File: src/rtl/toggle_poll_ctrl.sv
module toggle_poll_ctrl #(
  parameter int MAX_PAIRS = 16
) (
  input  logic       clk,
  input  logic       rst_n,
  input  logic       start,
  input  logic       abort,
  input  logic       sel_dq2,
  output logic       rd_req,
  input  logic       rd_ack,
  input  logic [7:0] rd_data,
  output logic       done,
  output logic       pass,
  output logic       fail,
  output logic       reset_cmd_req
);
  localparam int CW = $clog2(MAX_PAIRS + 2);

  typedef enum logic [1:0] {IDLE, RD_A, RD_B} st_t;
  st_t st;

  logic          first_bit;
  logic          rechk;
  logic [CW-1:0] pairs;

  wire tbit    = sel_dq2 ? rd_data[2] : rd_data[6];
  wire toggled = tbit ^ first_bit;
  wire limit   = (MAX_PAIRS != 0) && (int'(pairs) + 1 == MAX_PAIRS);

  assign rd_req = (st != IDLE);

  always_ff @(posedge clk or negedge rst_n) begin
    if (!rst_n) begin
      st            <= IDLE;
      first_bit     <= 1'b0;
      rechk         <= 1'b0;
      pairs         <= '0;
      done          <= 1'b0;
      pass          <= 1'b0;
      fail          <= 1'b0;
      reset_cmd_req <= 1'b0;
    end else begin
      done          <= 1'b0;
      reset_cmd_req <= 1'b0;
      if (abort) begin
        st <= IDLE;
      end else begin
        case (st)
          IDLE: if (start) begin
            st    <= RD_A;
            pass  <= 1'b0;
            fail  <= 1'b0;
            pairs <= '0;
            rechk <= 1'b0;
          end
          RD_A: if (rd_ack) begin
            first_bit <= tbit;
            st        <= RD_B;
          end
          RD_B: if (rd_ack) begin
            if (!toggled) begin
              st   <= IDLE;
              done <= 1'b1;
              pass <= 1'b1;
            end else if (rechk || limit) begin
              st            <= IDLE;
              done          <= 1'b1;
              fail          <= 1'b1;
              reset_cmd_req <= 1'b1;
            end else begin
              pairs <= pairs + 1'b1;
              rechk <= rd_data[5];
              st    <= RD_A;
            end
          end
          default: st <= IDLE;
        endcase
      end
    end
  end
endmodule


File: config.mk
export PLATFORM = sky130hd
export DESIGN_NAME = toggle_poll_ctrl
export DESIGN_NICKNAME = d
export VERILOG_FILES = /design/src/rtl/toggle_poll_ctrl.sv
export SDC_FILE = /design/constraint.sdc
export NUM_CORES = 1
export LEC_CHECK = 0
export ABC_AREA = 1
export CORE_ASPECT_RATIO = 0.9
export CORE_MARGIN = 5
export CORE_UTILIZATION = 40
export CTS_BUF_LIST = sky130_fd_sc_hd__clkbuf_8
export DETAILED_ROUTE_END_ITERATION = 7
export DONT_BUFFER_PORTS = 1
export PLACE_DENSITY = 0.57
export SYNTH_ARGS = -nofsm -noshare
export SYNTH_HDL_FRONTEND = slang
export SYNTH_SLANG_ARGS = --single-unit
File: constraint.sdc
create_clock -name clk -period 2.9 [get_ports clk]
set_input_delay 0.58 -clock clk [delete_from_list [all_inputs] [get_ports clk]]
set_output_delay 0.58 -clock clk [all_outputs]
set_load 0.01 [all_outputs]
Word-level counts from Yosys, hierarchy flattened
Cells that the tools add are included.
{"block": "classes", "addsub": 2, "eq_ne": 12, "mux": 34, "n_bitwise": 2, "n_reduce_logical": 9}
{"operator": "two-way mux 1 bit", "count": 21}
{"operator": "two-way mux 5 bit", "count": 4}
{"operator": "!= test 2 bit, second input constant", "count": 6}
{"operator": "AND reduction 6 bit", "count": 2}
{"operator": "case mux 5 bit (2 select lines)", "count": 1}
{"operator": "!= test 3 bit, second input constant", "count": 3}
{"operator": "two-way mux 2 bit", "count": 4}
{"operator": "adder 5 x 1 -> 6 bit, second input constant", "count": 1}
{"operator": "== test 6 x 5 -> 1 bit, second input constant", "count": 1}
{"operator": "case mux 1 bit (2 select lines)", "count": 3}
{"operator": "case mux 2 bit (3 select lines)", "count": 1}
{"operator": "AND reduction 3 bit", "count": 2}
{"operator": "adder 5 x 1 -> 5 bit, second input constant", "count": 1}
{"operator": "AND reduction 5 bit", "count": 1}
{"operator": "nonzero test 2 bit", "count": 2}
{"operator": "== test 2 x 1 -> 1 bit, second input constant", "count": 1}
{"operator": "== test 2 bit, second input constant", "count": 1}
{"operator": "zero test 2 bit", "count": 1}
{"operator": "logical OR 1 bit", "count": 1}
{"operator": "NOT 1 bit", "count": 1}
{"operator": "XOR 1 bit", "count": 1}
{"block": "word_totals", "regBits": 13, "in_bits": 14, "output_inout_bits": 5, "elab_cells": 67}

Logic depth before layout (Yosys ltp)
{"block": "depth", "word_depth": 8, "mapped_depth": 11, "depth_no_buf": 11}

Worst setup path after synthesis
OpenSTA, ideal clock, no wires.
{"block": "synth_path", "path_type": "input to register", "start": "in sel_dq2", "end": "reg pairs[0]", "setup_ps": 117, "arrival_ps": 1267, "t_required_ps": 2783, "slack_ps": 1516, "path_stages": 11, "path_buffers": 0, "cell_sequence": "inv_1 > nand2_1 > nand2_1 > inv_1 > nand2_1 > nand2_1 > nand3_2 > nand2_2 > nand2_4 > nand2_1 > nand2_1"}
{"block": "synth_via", "elab_chain_cells": 4}
{"element": "start, declared", "line": "8", "source": "input logic sel_dq2,"}
{"element": "two-way mux 1 bit", "line": "26", "source": "wire tbit = sel_dq2 ? rd_data[2] : rd_data[6];"}
{"element": "XOR 1 bit", "line": "27", "source": "wire toggled = tbit ^ first_bit;"}
{"element": "!= test 2 bit (no source line)"}
{"element": "AND reduction 6 bit (no source line)"}
{"element": "end signal, assigned", "line": "71", "source": "pairs <= pairs + 1'b1;"}
{"element": "end, declared", "line": "24", "source": "logic [CW-1:0] pairs;"}
Every way passes these cells.
A chain may end at the register's enable or synchronous reset.

Worst setup path after layout
{"block": "layout_path", "start": "reg pairs[0]", "end": "reg pairs[2]"}
{"block": "layout_via", "elab_chain_cells": 5, "word_cells_on_any_way": 10, "classes_between": "add/sub (2); eq/ne (2); mux (4); reduce/logical (2)"}
{"element": "adder 5 x 1 -> 6 bit or adder 5 x 1 -> 5 bit (tied branches)", "line": "28, 71"}
{"element": "== test 6 x 5 -> 1 bit or two-way mux 5 bit (tied branches)", "line": "28, 65"}
{"element": "logical OR 1 bit or two-way mux 5 bit (tied branches)", "line": "65, 61"}
{"element": "!= test 2 bit (no source line) or two-way mux 5 bit (tied branches)"}
{"element": "AND reduction 6 bit (no source line) or case mux 5 bit (2 select lines) (tied branches)"}
Several ways; a longest one is shown, not always the timed one. The select of a mux whose other input is x is not followed.

==> results.md <==
- Outcome: finished clean
- Sequential power share: 0.475
- Final Hold Vio Count: 0
- Combinational power share: 0.191
- Switching share of total power: 0.2957
- RSZ-0062 raised after global routing: no
- Drt wl/cell: 11.20 µm
- Multi-input logic area: 331.6 µm²
- Setup Fix Bufs, Post-CTS: 0
- Synthesized netlist cell count: 94
- CTS tree: done
- Synth warnings: 0
- Cts bufs inserted: 3
- Int Pwr: 0.3261 mW
- GRT Resource Usage Total: 0.1164
- Part of the Yosys area used for sequential elements: 0.4561
- Fmax: 0.6800 GHz
- Final cycle utilization of the critical path: 0.5071
- Peak VDD IR: 0.0003679 V
- CTS Buffer Depth: 2
- CP Data Arrival Time: 1.60 ns
- Layout filler cell count: 187
- Antenna cell count: 0
- Port bufs: 0
- Clock insertion delay at the later pin of the skew report: 0.24 ns
- Rel. slew slack: 0.8493
- Vias: 586
- Syn_area_per_cell: 7.587 µm²
- Yosys reg bits: 13
- Final Core Density: 0.4688
- Final min period: 1.471 ns
- Synth top area share: 0.4561
- Die Wd: 54.51 µm
- Die Y: 50.06 µm
- Cell area after layout: 788.3 µm²
- Synth top area cells: dfrtp_1, nand2_1, inv_1
- Core footprint: 1682 µm²
- Synth area leader: dfrtp_1
- Grt ovf: 0
- CP startpoint kind: flop
- Vias in the first global route: 493
- Clock-pin slew on the worst setup and hold paths: 0.05 ns
- Clk pwr share: 0.334
- Hold Slack: 0.03050 ns
- P_sw: 0.1370 mW
- ANT nets after route: 0
- Starting DRT DRC Count: 27
- Global-route wire length before repair: 2.263 mm
- CP max-delay cell: dfrtp_1
- Worst Tran Pin Value: 0.2242 ns
- Crit Path Class: reg2reg
- Post-route DRC: 0
- Layout cells sized above 1: 0.1020
- Initial Util: 0.4241
- Gpl congestion: 0.7154
- Hold Path Class: in2async
- Clock skew: 0.003451 ns
- Placement Cell Area: 743.2 µm²
- Hold_buf cts: 0
- Cts repair resizes: 0
- Max FO, Critical Path: 7
- CTS root buffer: clkbuf_8
- Nets: 114
- DRT Wirelength: 1.367 mm
- Largest net degree at the start of global routing: 14
- DP HPWL: 1.015 mm
- IO Pins: 19
- Final setup viols: 0
- MaxCap Viol Count: 0
- Synthesized cell area: 713.2 µm²
- Leak: 0.4294 nW
- Crit. End Element: flop
- Post-DR vias/cell: 4.803
- Layout area overhead: 10.53%
- Synth cell types: 18
- Clk sink count: 13
- Layout Cells excl Fill: 122
- Cells after DPL: 118
- Most used cell, CP: nand2_1
- Worst path cell trace: ha_1 > nand2_1 > inv_1 > nand3_2 > nand3_2 > nand2_2 > nand2_4 > nand2_1 > nand2_1
- Max Slew Vio Count: 0
- Drt pass-1 iters: 4
- Syn Nets: 109
- Setup TNS Final: 0 ns
- Die Area: 2729 µm²
- Initial antenna violation count: 0
- Req. time, crit path: 3.03 ns
- Reg2reg path depth: 9
- Register Area: 325.3 µm²
- H-Tree Depth: 1
- Power Density: 587.5 nW/µm²
- CP max stage delay: 0.42 ns
- # rows: 14
[metal layers]
metal	track usage	share of wire	vias up
li1	-	-	305
met1	0.1627	0.51	258
met2	0.1554	0.41	19
met3	0.03614	0.061	4
met4	0.06224	0.020	0
met5	0	0	-
[state kept, by name, indices dropped and copies added, names as in the netlist]
signal / flops
first_bit: 1
fail: 1
st: 2
pass: 1
pairs: 5
rechk: 1
reset_cmd_req: 1
done: 1
[worst paths after layout]
path	slack [ns]	end	start
setup / recovery	1.43	pairs[2]	pairs[0]
hold / removal	0.03	st[1]	rst_n
setup reg to reg	1.43	pairs[2]	pairs[0]
hold reg to reg	0.49	rechk	rechk
max in group asynchronous	2.79	pairs[1]	rst_n
min in group clk	0.44	st[1]	rd_ack
[cell type report]
cell class	count	share of cell area
multi-input combinational	66	0.4206
sequential	13	0.4127
inverter	15	0.07143
clock buffer	3	0.05238
tap	24	0.03810
clock inverter	1	0.004762
[cell usage after synthesis (all sizes together)]
| cell type | instances |
|---|---|
| dfrtp | 13 |
| nand3 | 13 |
| nand2 | 33 |
| ha | 1 |
| nor3 | 2 |
| o21ai | 2 |
| o21a | 1 |
| a21oi | 2 |
| o22ai | 1 |
| inv | 15 |
| nor2 | 8 |
| nand2b | 1 |
| nand4 | 1 |
| o31ai | 1 |
[kinds of logic (layout without fill, tap and decap cells)]
| group | Yosys count | after routing | synth area share |
|---|---|---|---|
| flops | 13 | 13 | 0.4561 |
| buf+inv | 15 | 19 | 0.07894 |
| simple gates | 58 | 58 | 0.3807 |
| fa+ha+maj | 1 | 1 | 0.01754 |
| compound gates | 7 | 7 | 0.06667 |
[power by group through the flow]
stage                     logic [mW]  registers (mW)  clock network, mW
after CTS                     0.0907           0.220              0.161
after detailed placement      0.0891           0.224                  0
after global routing           0.100           0.224              0.169
final                         0.0885           0.220              0.155
after floorplan               0.0756           0.220                  0
after global placement        0.0886           0.223                  0
[worst max-delay path: cells and delay by family, from the launching register on]
kind | cells | cell delay [ns]
flops | 1 | 0.42
buf+inv | 1 | 0.08
fa+ha+maj | 1 | 0.24
simple gates | 7 | 0.63
[through the flow]
stage / power, mW / worst slack, ns
2_1_floorplan: 0.2954 / 1.516
3_3_place_gp: 0.3112 / 1.392
3_5_place_dp: 0.3127 / 1.376
4_1_cts: 0.4715 / 1.426
5_1_grt: 0.4939 / 1.285
6_report: 0.4631 / 1.429
[cells in the final DEF, fill, tap and decap left out, drive strengths merged, types with 2 or more instances in the layout]
cell type   n
nor2        8
nor3        2
a21oi       2
clkbuf      3
dfrtp      13
o21ai       2
nand3      13
inv        16
nand2      33
Note: power is estimated with default switching activity, not from simulation.
